**config.mk**
```make
export PLATFORM = sky130hd
export DESIGN_NAME = fault_latch_ctrl
export DESIGN_NICKNAME = d
export VERILOG_FILES = /design/src/rtl/fl_pkg.sv /design/src/rtl/fl_span_cnt.sv /design/src/rtl/fl_seq.sv /design/src/rtl/fault_latch_ctrl.sv
export SDC_FILE = /design/constraint.sdc
export NUM_CORES = 1
export LEC_CHECK = 0
export BUFFER_PORTS_ARGS = -buffer_cell sky130_fd_sc_hd__buf_2
export CAP_MARGIN = 20
export CORE_AREA = 2 2 88 48
export CTS_BUF_LIST = sky130_fd_sc_hd__clkbuf_2
export CTS_CLUSTER_DIAMETER = 200
export CTS_CLUSTER_SIZE = 30
export DETAILED_ROUTE_END_ITERATION = 6
export DIE_AREA = 0 0 90 50
export PLACE_DENSITY = 0.74
export SLEW_MARGIN = 20
export SYNTH_ARGS = -nofsm -noshare
export SYNTH_HDL_FRONTEND = slang
export SYNTH_SLANG_ARGS = --single-unit
```
**constraint.sdc**
```tcl
create_clock -name clk -period 2.64 [get_ports clk]
set_clock_uncertainty 0.15 [all_clocks]
set_input_delay 0.528 -clock clk [delete_from_list [all_inputs] [get_ports clk]]
set_output_delay 0.528 -clock clk [all_outputs]
set_load 0.005 [all_outputs]
```
**src/rtl/fl_pkg.sv**
```systemverilog
package fl_pkg;

    typedef enum logic [1:0] {
        ST_RUN   = 2'd0,
        ST_PROBE = 2'd1,
        ST_LOCK  = 2'd2,
        ST_HOLD  = 2'd3
    } fl_state_e;

    typedef struct packed {
        logic gate_kill;
        logic bias_kill;
        logic latched;
    } fl_out_s;

    function automatic fl_out_s outs_of(fl_state_e s);
        fl_out_s o;
        o.gate_kill = (s != ST_RUN);
        o.bias_kill = (s != ST_RUN);
        o.latched   = (s == ST_LOCK);
        return o;
    endfunction

    function automatic int unsigned max3(int unsigned a, int unsigned b, int unsigned c);
        int unsigned m;
        m = (a > b) ? a : b;
        return (m > c) ? m : c;
    endfunction

endpackage

```
**src/rtl/fl_span_cnt.sv**
```systemverilog
module fl_span_cnt #(
    parameter int W = 8
) (
    input  logic         clk,
    input  logic         rst,
    input  logic         clr,
    input  logic         adv,
    input  logic [W-1:0] limit,
    output logic         done
);
    logic [W-1:0] cnt;

    assign done = (cnt >= limit);

    always_ff @(posedge clk) begin
        if (rst || clr) begin
            cnt <= '0;
        end else if (adv && !done) begin
            cnt <= cnt + 1'b1;
        end
    end
endmodule

```
**src/rtl/fl_seq.sv**
```systemverilog
module fl_seq
    import fl_pkg::*;
#(
    parameter int W               = 8,
    parameter int RESAMPLE_TICKS  = 100,
    parameter int CLEAR_TICKS     = 120000,
    parameter int HOLDOFF_TICKS   = 10000000
) (
    input  logic         clk,
    input  logic         rst,
    input  logic         tick,
    input  logic         fault_n,
    input  logic         line_low,
    input  logic         line_ok,
    input  logic         span_done,
    output logic         span_clr,
    output logic         span_adv,
    output logic [W-1:0] span_limit,
    output fl_out_s      outs,
    output logic         restart_req
);
    fl_state_e state, state_nxt;
    logic      restart_nxt;

    always_comb begin
        state_nxt   = state;
        span_clr    = 1'b0;
        span_adv    = tick;
        span_limit  = W'(RESAMPLE_TICKS);
        restart_nxt = 1'b0;
        unique case (state)
            ST_RUN: begin
                span_clr = 1'b1;
                if (!fault_n) state_nxt = ST_PROBE;
            end
            ST_PROBE: begin
                if (span_done) begin
                    span_clr = 1'b1;
                    if (fault_n) begin
                        state_nxt   = ST_RUN;
                        restart_nxt = 1'b1;
                    end else begin
                        state_nxt = ST_LOCK;
                    end
                end
            end
            ST_LOCK: begin
                span_limit = W'(CLEAR_TICKS);
                span_adv   = tick && line_low;
                if (!line_low) begin
                    span_clr = 1'b1;
                end else if (span_done) begin
                    span_clr  = 1'b1;
                    state_nxt = ST_HOLD;
                end
            end
            ST_HOLD: begin
                span_limit = W'(HOLDOFF_TICKS);
                if (!fault_n) begin
                    span_clr  = 1'b1;
                    state_nxt = ST_PROBE;
                end else if (span_done && line_ok) begin
                    span_clr    = 1'b1;
                    state_nxt   = ST_RUN;
                    restart_nxt = 1'b1;
                end
            end
            default: state_nxt = ST_RUN;
        endcase
    end

    always_ff @(posedge clk) begin
        if (rst) begin
            state       <= ST_RUN;
            restart_req <= 1'b0;
        end else begin
            state       <= state_nxt;
            restart_req <= restart_nxt;
        end
    end

    assign outs = outs_of(state);
endmodule

```
**src/rtl/fault_latch_ctrl.sv**
```systemverilog
module fault_latch_ctrl
    import fl_pkg::*;
#(
    parameter int RESAMPLE_TICKS = 100,
    parameter int CLEAR_TICKS    = 120000,
    parameter int HOLDOFF_TICKS  = 10000000
) (
    input  logic clk,
    input  logic rst,
    input  logic tick,
    input  logic fault_n,
    input  logic line_low,
    input  logic line_ok,
    output logic gate_kill,
    output logic bias_kill,
    output logic restart_req,
    output logic latched
);
    localparam int unsigned LIM_MAX = max3(RESAMPLE_TICKS, CLEAR_TICKS, HOLDOFF_TICKS);
    localparam int W = $clog2(LIM_MAX + 1);

    logic         span_clr, span_adv, span_done;
    logic [W-1:0] span_limit;
    fl_out_s      outs;

    fl_span_cnt #(.W(W)) u_span (
        .clk   (clk),
        .rst   (rst),
        .clr   (span_clr),
        .adv   (span_adv),
        .limit (span_limit),
        .done  (span_done)
    );

    fl_seq #(
        .W              (W),
        .RESAMPLE_TICKS (RESAMPLE_TICKS),
        .CLEAR_TICKS    (CLEAR_TICKS),
        .HOLDOFF_TICKS  (HOLDOFF_TICKS)
    ) u_seq (
        .clk         (clk),
        .rst         (rst),
        .tick        (tick),
        .fault_n     (fault_n),
        .line_low    (line_low),
        .line_ok     (line_ok),
        .span_done   (span_done),
        .span_clr    (span_clr),
        .span_adv    (span_adv),
        .span_limit  (span_limit),
        .outs        (outs),
        .restart_req (restart_req)
    );

    assign gate_kill = outs.gate_kill;
    assign bias_kill = outs.bias_kill;
    assign latched   = outs.latched;
endmodule

```
==> flow_metrics.env <==
export IMPL_status="complete, but fails checks"
export IMPL_failed_checks="setup timing"
export IMPL_cp_max_fo=5
export IMPL_ff2ff_setup_slack_ns=-0.23
export IMPL_gr_total_overflow=0
export IMPL_synthCells=232
export IMPL_ys_warn_count=0
export IMPL_ys_types=47
export IMPL_min_period_over_period_pct=109
export IMPL_critPathTopFamily="simple AND/OR/NAND/NOR gates"
export IMPL_ys_ff_latch=27
export IMPL_yosys_area_top_type_share_pct=27.4
export IMPL_dr_total_vias=2167
export IMPL_grt_pass1_vias=1901
export IMPL_wl_um=6430
export IMPL_routabilityCongestion=0.859
export IMPL_worstSkewPairLatency_ns=0.38
export IMPL_drv_cap=0
export IMPL_combPwrFrac_pct=7.0
export IMPL_grt_first_pass_wirelength_um=9580
export IMPL_via_per_inst=6.55
export IMPL_synth_ff_type="dfxtp_1"
export IMPL_drive_gt1_share_pct=44.4
export IMPL_peakVddDrop_v=0.000135
export IMPL_synth_fp_nets=251
export IMPL_min_path_type="primary input to register"
export IMPL_portBuffers=9
export IMPL_p_seq_share_pct=65.2
export IMPL_synth_edff_count=0
export IMPL_cts_made_buffers=3
export IMPL_core_area_um2=3720
export IMPL_syn_area_um2=1980
export IMPL_route_detailed_drc=0
export IMPL_setup_viol=27
export IMPL_wl_per_cell_um=19.4
export IMPL_relSlewSlack_pct=54.3
export IMPL_power_density_nw_per_um2=229
export IMPL_clockBufferDepth=2
export IMPL_cts_tree="done"
export IMPL_hold_path_depth=2
export IMPL_cp_slowest_cell="dfxtp_4"
export IMPL_power_leakage_nw=0.962
export IMPL_ios=10
export IMPL_path_depth=11
export IMPL_slowest_delay_ns=0.45
export IMPL_tightest_slew_ns=0.686
export IMPL_hold_buffers=0
export IMPL_finish_utilization_pct=74.2
export IMPL_antenna_found_initial=0
export IMPL_max_freq_mhz=348
export IMPL_power_mw=0.632
export IMPL_fin_cells=331
export IMPL_crit_buf_inv=4
export IMPL_die_h_um=50
export IMPL_nets=297
export IMPL_period_minus_slack_ns=2.87
export IMPL_slew_violations=0
export IMPL_rows=16
export IMPL_drtIter0Drc=162
export IMPL_ys_top_cells_by_count="27 x dfxtp_1, 18 x nand2_1, 14 x nor3_1"
export IMPL_final_hold_violation_count=0
export IMPL_cts_sinks=27
export IMPL_rsz0062_at_grt="true"
export IMPL_postSynthAreaPerCell_um2=8.52
export IMPL_cts_max_level=1
export IMPL_yosysMostFrequentCell="dfxtp_1"
export IMPL_firstDrtPassIters=5
export IMPL_path_cells="buf_6, inv_4, ha_4, nand2_1, or4_4, or3_4, o211ai_4, buf_4, buf_6, o211ai_1, a221oi_2"
export IMPL_switching_power_mw=0.166
export IMPL_die_w_um=90
export IMPL_worstSetupPathType="register to register"
export IMPL_pwr_share_clk_pct=27.8
export IMPL_async_flop_share_pct=0
export IMPL_min_from="rst"
export IMPL_arrival_ns=3.03
export IMPL_dieArea_um2=4500
export IMPL_initial_core_util_pct=53.1
export IMPL_setup_slack_ns=-0.233
export IMPL_dpl_cell_area_um2=2380
export IMPL_fin_area_um2=2760
export IMPL_path_clk_slew_ns=0.27
export IMPL_yosysTopAreaCell="dfxtp_1"
export IMPL_end_kind="register"
export IMPL_cp_start_kind="register"
export IMPL_yosysSeqAreaShare_pct=27.4
export IMPL_num_antenna_cells=0
export IMPL_yosys_top_cells_area="dfxtp_1 27%, a211oi_2 8.2%, ha_1 8.2%"
export IMPL_timing_hold_ws_ns=0.188
export IMPL_reg2reg_depth=11
export IMPL_crit_top_cell="buf_6"
export IMPL_areaGrowthSynthToFinish_pct=39.8
export IMPL_crit_required_ns=2.79
export IMPL_drtAntennaViolNets=0
export IMPL_grt_usage_pct=26.6
export IMPL_cts_root_buf="clkbuf_2"
export IMPL_p_sw_share_pct=26.3
export IMPL_dp_cells=317
export IMPL_grt_max_degree=25
export IMPL_internal_power_mw=0.466
export IMPL_dpl_hpwl_um=4010
==> layout by cell type, fill, tap and decap left out, drive strengths merged <==
cell type / n
or4: 13
a21o: 2
o211a: 1
nor2b: 1
or2b: 1
a22oi: 1
a21boi: 1
nand3b: 3
o31ai: 12
xor2: 1
or2: 3
and3: 2
o21a: 1
and2: 1
nand3: 11
o211ai: 4
nor4: 5
a21oi: 4
nor3: 14
and4: 3
o21ai: 6
buf: 56
dfxtp: 27
clkbuf: 5
or3: 9
a2111oi: 1
o2111a: 1
a211oi: 19
xnor2: 6
nand2: 18
ha: 13
a31o: 1
o32ai: 1
inv: 11
o41ai: 3
nand4: 7
a31oi: 2
nor2: 6
a221oi: 1
==> layer usage <==
metal,vias to the layer above,GRT usage (%),part of all wire (%)
met3,12,5.20,6.4
met4,0,4.62,1.5
met2,86,40.7,45
met1,1074,39.2,47
li1,995,-,-
met5,-,0,0
==> worst register-to-register path, delay by kind of cell (launching register included) <==
kind / cells / cell delay [ns]
and+or+nand+nor: 3 / 0.86
AOI/OAI and AO/OA: 3 / 0.68
DFF: 1 / 0.45
buffers and inverters: 4 / 0.41
adders and majority gates: 1 / 0.25
==> flip-flops by register name, summed over array words and instances (netlist names), named ones only <==
name	count
u_seq.restart_req	1
u_span.cnt	24
u_seq.state	1
==> through the flow <==
stage	setup slack (ns)	setup TNS [ns]
finish	-0.233	-4.35
CTS	-0.101	-1.19
detailed placement	-0.199	-2.54
global route	-0.303	-6.02
floorplan	-0.0559	-0.914
global placement	-0.113	-1.48
==> what timing repair did <==
item,in CTS,in global routing
buffers inserted,2,7
pin swaps,10,12
gates resized for setup,30,20
endpoints found under the setup margin,27,27
gates cloned,0,1
==> final cells by class <==
type	instances	area (µm²)
fill	286	961
multi-input combinational	178	1580
sequential	27	548
clock buffer	4	20.0
tap	54	67.6
inverter	11	43.8
timing repair buffer	57	505
==> cell families (layout without fill, tap and decap cells) <==
kind of cell | Yosys count | after routing | synth area share [%]
simple gates | 97 | 97 | 27.6
compound gates | 61 | 61 | 26.9
flops | 27 | 27 | 27.4
buf+inv | 27 | 72 | 6.84
fa+ha+maj | 13 | 13 | 8.23
xor+xnor | 7 | 7 | 3.10
==> path summary, 6_finish.rpt <==
check / to
worst min register to register: u_span.cnt[3]$_SDFFE_PP0P_
worst max register to register: u_seq.state[0]$_SDFFE_PP0P_
worst max-delay path: u_seq.state[0]$_SDFFE_PP0P_
worst min-delay path: u_seq.state[0]$_SDFFE_PP0P_
==> power groups by stage <==
stage	combinational (mW)	clock, mW	sequential [mW]
after detailed placement	0.0385	0	0.420
after global routing	0.0485	0.193	0.413
final	0.0442	0.176	0.412
after global placement	0.0380	0	0.420
after CTS	0.0390	0.178	0.412
after floorplan	0.0202	0	0.421
(Power assumes the default switching activity.)
